<file path="config.mk">
export PLATFORM = sky130hd
export DESIGN_NAME = dma_chain_walker
export DESIGN_NICKNAME = d
export VERILOG_FILES = /design/src/rtl/dma_walk_pkg.sv /design/src/rtl/dma_cfg_regs.sv /design/src/rtl/dma_desc_fetch.sv /design/src/rtl/dma_walk_fsm.sv /design/src/rtl/dma_chain_walker.sv
export SDC_FILE = /design/constraint.sdc
export NUM_CORES = 1
export LEC_CHECK = 0
export BUFFER_PORTS_ARGS = -buffer_cell sky130_fd_sc_hd__buf_2
export CAP_MARGIN = 15
export CORE_MARGIN = 2
export CORE_UTILIZATION = 50
export DETAILED_ROUTE_END_ITERATION = 6
export GPL_TIMING_DRIVEN = 0
export PLACE_DENSITY = 0.78
export SETUP_SLACK_MARGIN = 0.2
export SYNTH_ARGS = -nofsm -noshare
export SYNTH_HDL_FRONTEND = slang
export SYNTH_SLANG_ARGS = --single-unit
</file>
<file path="constraint.sdc">
create_clock -name clk -period 5.1 [get_ports clk]
set_clock_uncertainty 0.1 [all_clocks]
set_input_delay 1.02 -clock clk [delete_from_list [all_inputs] [get_ports clk]]
set_output_delay 1.02 -clock clk [all_outputs]
set_load 0.02 [all_outputs]
</file>
<file path="src/rtl/dma_walk_pkg.sv">
package dma_walk_pkg;

    localparam int ADDR_W      = 32;
    localparam int WORD_W      = 32;
    localparam int LEN_W       = 24;
    localparam int FC_W        = 3;
    localparam int ALIGN_BITS  = 2;
    localparam int WORD_BYTES  = 4;
    localparam int ENTRY_WORDS = 2;
    localparam int ENTRY_BYTES = ENTRY_WORDS * WORD_BYTES;
    localparam int RSVD_W      = WORD_W - 1 - FC_W - LEN_W;

    typedef enum logic [2:0] {
        ST_IDLE,
        ST_FETCH_ADDR,
        ST_FETCH_CNT,
        ST_ISSUE,
        ST_WAIT,
        ST_DONE
    } walk_state_e;

    typedef enum logic [1:0] {
        SEL_TBL  = 2'd0,
        SEL_DATA = 2'd1,
        SEL_CNT  = 2'd2,
        SEL_NONE = 2'd3
    } cfg_sel_e;

    // Count word layout: link flag on top, reserved, function code, length.
    typedef struct packed {
        logic              link;
        logic [RSVD_W-1:0] rsvd;
        logic [FC_W-1:0]   fc;
        logic [LEN_W-1:0]  len;
    } cnt_word_t;

    typedef struct packed {
        logic [ADDR_W-1:0] addr;
        logic [LEN_W-1:0]  len;
        logic [FC_W-1:0]   fc;
    } xfer_req_t;

    function automatic xfer_req_t make_req(input logic [ADDR_W-1:0] a,
                                           input cnt_word_t c);
        xfer_req_t r;
        r.addr = a;
        r.len  = c.len;
        r.fc   = c.fc;
        return r;
    endfunction

endpackage

</file>
<file path="src/rtl/dma_cfg_regs.sv">
module dma_cfg_regs
    import dma_walk_pkg::*;
#(
    parameter int AW    = ADDR_W,
    parameter int DW    = WORD_W,
    parameter int ALIGN = ALIGN_BITS
) (
    input  logic          clk,
    input  logic          wr_en,
    input  logic [1:0]    wr_sel,
    input  logic [DW-1:0] wr_data,
    input  logic          wr_block,
    input  logic          ld_data,
    input  logic          ld_cnt,
    input  logic [DW-1:0] ld_word,
    output logic [AW-1:0] tbl_q,
    output logic [AW-1:0] data_q,
    output logic [DW-1:0] cnt_q
);
    // No reset on any of these: contents survive a reset by design.
    logic [AW-1:ALIGN] tbl_hi;
    logic              wr_ok;

    assign wr_ok = wr_en && !wr_block;

    always_ff @(posedge clk) begin
        if (wr_ok && (wr_sel == SEL_TBL))
            tbl_hi <= wr_data[AW-1:ALIGN];
    end

    assign tbl_q = {tbl_hi, {ALIGN{1'b0}}};

    always_ff @(posedge clk) begin
        if (ld_data)
            data_q <= ld_word[AW-1:0];
        else if (wr_ok && (wr_sel == SEL_DATA))
            data_q <= wr_data[AW-1:0];
    end

    always_ff @(posedge clk) begin
        if (ld_cnt)
            cnt_q <= ld_word;
        else if (wr_ok && (wr_sel == SEL_CNT))
            cnt_q <= wr_data;
    end

endmodule

</file>
<file path="src/rtl/dma_desc_fetch.sv">
module dma_desc_fetch
    import dma_walk_pkg::*;
#(
    parameter int AW        = ADDR_W,
    parameter int ENTRY_B   = ENTRY_BYTES,
    parameter int WORD_B    = WORD_BYTES
) (
    input  logic          clk,
    input  logic          load_base,
    input  logic [AW-1:0] base,
    input  logic          advance,
    input  logic          second_word,
    output logic [AW-1:0] rd_addr
);
    localparam logic [AW-1:0] STEP_ENTRY = AW'(ENTRY_B);
    localparam logic [AW-1:0] STEP_WORD  = AW'(WORD_B);

    logic [AW-1:0] entry_ptr;

    always_ff @(posedge clk) begin
        if (load_base)
            entry_ptr <= base;
        else if (advance)
            entry_ptr <= entry_ptr + STEP_ENTRY;
    end

    assign rd_addr = second_word ? (entry_ptr + STEP_WORD) : entry_ptr;

endmodule

</file>
<file path="src/rtl/dma_walk_fsm.sv">
module dma_walk_fsm
    import dma_walk_pkg::*;
(
    input  logic clk,
    input  logic rst,
    input  logic start,
    input  logic table_mode,
    input  logic link_flag,
    input  logic rd_ack,
    input  logic xfer_ready,
    input  logic xfer_cmpl,
    output logic busy,
    output logic done,
    output logic rd_req,
    output logic second_word,
    output logic load_base,
    output logic advance,
    output logic ld_data,
    output logic ld_cnt,
    output logic xfer_valid
);
    walk_state_e state_q, state_d;
    logic        walk_q;

    always_ff @(posedge clk) begin
        if (rst) begin
            state_q <= ST_IDLE;
            walk_q  <= 1'b0;
        end else begin
            state_q <= state_d;
            if (state_q == ST_IDLE && start)
                walk_q <= table_mode;
        end
    end

    always_comb begin
        state_d     = state_q;
        rd_req      = 1'b0;
        second_word = 1'b0;
        load_base   = 1'b0;
        advance     = 1'b0;
        ld_data     = 1'b0;
        ld_cnt      = 1'b0;
        xfer_valid  = 1'b0;
        unique case (state_q)
            ST_IDLE: begin
                if (start) begin
                    load_base = table_mode;
                    state_d   = table_mode ? ST_FETCH_ADDR : ST_ISSUE;
                end
            end
            ST_FETCH_ADDR: begin
                rd_req = 1'b1;
                if (rd_ack) begin
                    ld_data = 1'b1;
                    state_d = ST_FETCH_CNT;
                end
            end
            ST_FETCH_CNT: begin
                rd_req      = 1'b1;
                second_word = 1'b1;
                if (rd_ack) begin
                    ld_cnt  = 1'b1;
                    state_d = ST_ISSUE;
                end
            end
            ST_ISSUE: begin
                xfer_valid = 1'b1;
                if (xfer_ready)
                    state_d = ST_WAIT;
            end
            ST_WAIT: begin
                if (xfer_cmpl) begin
                    if (walk_q && link_flag) begin
                        advance = 1'b1;
                        state_d = ST_FETCH_ADDR;
                    end else begin
                        state_d = ST_DONE;
                    end
                end
            end
            ST_DONE: state_d = ST_IDLE;
            default: state_d = ST_IDLE;
        endcase
    end

    assign busy = (state_q != ST_IDLE);
    assign done = (state_q == ST_DONE);

endmodule

</file>
<file path="src/rtl/dma_chain_walker.sv">
module dma_chain_walker
    import dma_walk_pkg::*;
(
    input  logic              clk,
    input  logic              rst,
    input  logic              cfg_wr_en,
    input  logic [1:0]        cfg_wr_sel,
    input  logic [WORD_W-1:0] cfg_wr_data,
    output logic [ADDR_W-1:0] tbl_addr_o,
    output logic [ADDR_W-1:0] data_addr_o,
    output logic [WORD_W-1:0] byte_cnt_o,
    input  logic              start,
    input  logic              table_mode,
    output logic              busy,
    output logic              done,
    output logic              rd_req,
    output logic [ADDR_W-1:0] rd_addr,
    input  logic              rd_ack,
    input  logic [WORD_W-1:0] rd_data,
    output logic              xfer_valid,
    input  logic              xfer_ready,
    output logic [ADDR_W-1:0] xfer_addr,
    output logic [LEN_W-1:0]  xfer_len,
    output logic [FC_W-1:0]   xfer_fc,
    input  logic              xfer_cmpl
);
    logic      second_word, load_base, advance, ld_data, ld_cnt;
    cnt_word_t cnt_f;
    xfer_req_t req;

    dma_cfg_regs #(
        .AW    (ADDR_W),
        .DW    (WORD_W),
        .ALIGN (ALIGN_BITS)
    ) u_regs (
        .clk      (clk),
        .wr_en    (cfg_wr_en),
        .wr_sel   (cfg_wr_sel),
        .wr_data  (cfg_wr_data),
        .wr_block (busy),
        .ld_data  (ld_data),
        .ld_cnt   (ld_cnt),
        .ld_word  (rd_data),
        .tbl_q    (tbl_addr_o),
        .data_q   (data_addr_o),
        .cnt_q    (byte_cnt_o)
    );

    dma_desc_fetch #(
        .AW      (ADDR_W),
        .ENTRY_B (ENTRY_BYTES),
        .WORD_B  (WORD_BYTES)
    ) u_fetch (
        .clk         (clk),
        .load_base   (load_base),
        .base        (tbl_addr_o),
        .advance     (advance),
        .second_word (second_word),
        .rd_addr     (rd_addr)
    );

    assign cnt_f = cnt_word_t'(byte_cnt_o);

    dma_walk_fsm u_fsm (
        .clk         (clk),
        .rst         (rst),
        .start       (start),
        .table_mode  (table_mode),
        .link_flag   (cnt_f.link),
        .rd_ack      (rd_ack),
        .xfer_ready  (xfer_ready),
        .xfer_cmpl   (xfer_cmpl),
        .busy        (busy),
        .done        (done),
        .rd_req      (rd_req),
        .second_word (second_word),
        .load_base   (load_base),
        .advance     (advance),
        .ld_data     (ld_data),
        .ld_cnt      (ld_cnt),
        .xfer_valid  (xfer_valid)
    );

    assign req       = make_req(data_addr_o, cnt_f);
    assign xfer_addr = req.addr;
    assign xfer_len  = req.len;
    assign xfer_fc   = req.fc;

endmodule

</file>
==> reports/qor.csv <==
metric;value;unit
total gr overflow;0;
Clk pwr share;0.275;
setup bufs post-CTS;0;
Max-cap violations;0;
DP HPWL;13.8;mm
Internal Power;2.83;mW
Setup-failing EPs final;0;
maximum clock frequency;235;MHz
max-slew violations;0;
main flop type after synthesis;edfxtp_1;
GRT busiest layer;met2;
Synth Area in XOR/XNOR;0.0543;
Synth Area in Compound Gates;0.0474;
Worst-path clk slew;60;ps
sequential share of power;0.357;
Iter 0 DRT Violations;459;
H-tree levels;4;
fin crit share;0.835;
FF+latch count, synth;128;
placed inst area;8560;sq um
most frequent cell after synthesis;edfxtp_1;
met1 Use GR;0.315;
Syn-to-layout area delta;31.7;%
relative slew slack;0.357;
adder-cell share of the synthesized area;0.00361;
NetSw;1.54;mW
largest family of logic cells by synthesized area;simple AND/OR/NAND/NOR gates;
post-route ant nets;0;
Post-synth ARST share;0;
CTS buffer count;17;
CTS max path bufs;2;
Clock Latency Late Sink;420;ps
Starting Density;0.506;
CTS Hold Bufs;0;
Avg WL per Cell;17.7;um
share of cells above drive strength 1;0.525;
Max VDD drop;0.000370;V
Post-synth EDFFs;124;
syn_area_per_cell;12.2;sq um
GR Layer Usage met2;0.416;
outcome;completed;
met3 GRT Util;0.0445;
Via density;5.46;
mapped cell area;6940;sq um
worst path cell trace;ha_1 -> nand3_1 -> clkbuf_1 -> nor4_1 -> nand3_1 -> xnor2_1 -> buf_2;
drc violations;0;
vias in the first global route;5377;
Hold Path Class;reg -> reg;
Comb pwr share;0.368;
Crit Path Category;reg -> out;
final worst slack;840;ps
post-route cell area;9140;sq um
Synth cell types;52;
RSZ-0062 raised after global routing;no;
drt first pass iters;5;
area of the multi-input gates;2450;sq um
minimum clock period;4260;ps
crit end category;output pin;
Worst Tran Pin Value;956;ps
Fin Hold WS;404;ps
total core area;13700;sq um
top cells by count, synth;124 x edfxtp_1, 66 x mux2_2, 65 x buf_4;
GPL Wtd Cong;0.929;
area leader, netlist;edfxtp_1;
root buf cell;clkbuf_16;
Final Net Count;931;
Power Density;479;nW/um^2
cell leakage power;3.70;nW
Routed Wire Length;18.6;mm
largest net degree at the start of global routing;33;
CP max-delay cell;nor4_1;
cts repair resizes;0;
sequential-to-total area share from yosys stat;0.548;
Synth top area share;0.537;
Die Area;14800;sq um
sequential cell area;3800;sq um
Row Count;43;
Final Hold Vio Count;0;
first-pass GRT wire length;27.8;mm
simple-gate share of the synthesized area;0.136;
Synth area leaders;edfxtp_1 54%, mux2_2 11%, buf_4 7.0%;
crit start category;register;
initial antenna violation count;0;
Largest stage delay, worst path;840;ps
Top-Level Pins;265;
mux contribution to synthesized area;0.109;
All-Layer GR Usage;0.248;
Die H;122;um
DR vias;5723;
Crit Path Max Fanout;10;
sw frac;0.353;
Die Wd;122;um
number of port buffers;260;
TritonCTS clock tree;done;
synthesized instance count;569;
Post-Route Setup TNS;0;ps
Inserted Diodes;0;
WP data arrival;3140;ps
# fillers;1041;
CP top delay family;simple AND/OR/NAND/NOR gates;
clock sink count;128;
pre-CTS WS;1340;ps
CP most frequent cell;nand3_1;
Ys Warns;0;
crit path buf inv count;2;
CP required;3980;ps
==> metrics by stage <==
stage                     std cells  power, mW  utilization
after floorplan                 572       2.65            -
after global placement         1012       3.13        0.618
after detailed placement       1016       3.18        0.624
after CTS                      1048       4.39        0.666
after global routing           1048       4.55        0.666
final                          1048       4.37        0.666
==> final cells by class <==
cell class / instances / share of cell area
well taps: 180 / 0.0247
repair buffers: 264 / 0.151
multi-input cells: 338 / 0.268
inverters: 6 / 0.00247
plain buffers: 100 / 0.0742
clock buffers: 19 / 0.0474
clock inverters: 13 / 0.0159
flip-flops and latches: 128 / 0.416
==> tightest hold or removal path: stages (launching register included) <==
cell and delay (ps):
dfxtp_1 320, nand2b_1 70, a21oi_1 60
==> cells in the final DEF, fill, tap and decap left out, types with 5 or more instances in the layout <==
cell,Yosys,layout
nor3_1,12,11
buf_2,9,269
o21ai_0,20,20
or3_1,10,10
mux2_2,66,66
a21oi_1,8,8
a31oi_1,14,14
nand4_1,15,15
nor4_1,6,6
nand3_1,17,17
clkbuf_1,17,19
or4_1,7,7
nand2_1,37,37
edfxtp_1,124,124
inv_1,5,5
xnor2_1,28,28
clkbuf_16,0,17
buf_4,65,65
nor2_1,30,30
xor2_1,15,15
==> final timing paths <==
kind	from	to	slack (ps)	cells past startpoint
worst max-delay path	u_fetch.entry_ptr[3]$_DFFE_PP_	rd_addr[23]	840	7
worst min register to register	u_fsm.walk_q$_SDFFE_PP0P_	u_fsm.walk_q$_SDFFE_PP0P_	400	2
worst max register to register	u_fsm.state_q[0]$_SDFFE_PP0P_	u_regs.data_q[9]$_DFFE_PP_	1970	6
worst min-delay path	u_fsm.walk_q$_SDFFE_PP0P_	u_fsm.walk_q$_SDFFE_PP0P_	400	2
==> sequential cells by signal, indices dropped and copies added (netlist names) <==
| signal | flops |
|---|---|
| u_regs.cnt_q | 32 |
| u_fetch.entry_ptr | 30 |
| u_fsm.walk_q | 1 |
| u_regs.tbl_hi | 30 |
| u_fsm.state_q | 3 |
| u_regs.data_q | 32 |
==> metal layers <==
metal  up-vias  share of wire
met3        48          0.075
met1      2758           0.40
met2       290           0.50
li1       2627              -
met4         0          0.029
met5         -              0
==> power by group through the flow <==
stage          sequential [mW]  combinational [mW]  clock, mW
6_report                  1.56                1.61       1.20
5_1_grt                   1.58                1.72       1.26
4_1_cts                   1.56                1.61       1.21
3_5_place_dp              1.57                1.60          0
3_3_place_gp              1.58                1.54          0
2_1_floorplan             1.70               0.948          0
==> kinds of logic after synthesis <==
family / Yosys count
simple gates: 167
flops: 128
buf+inv: 106
mux: 67
compound gates: 55
xor+xnor: 43
fa+ha+maj: 2
other cells: 1
Power figures use the tool's default switching activity.
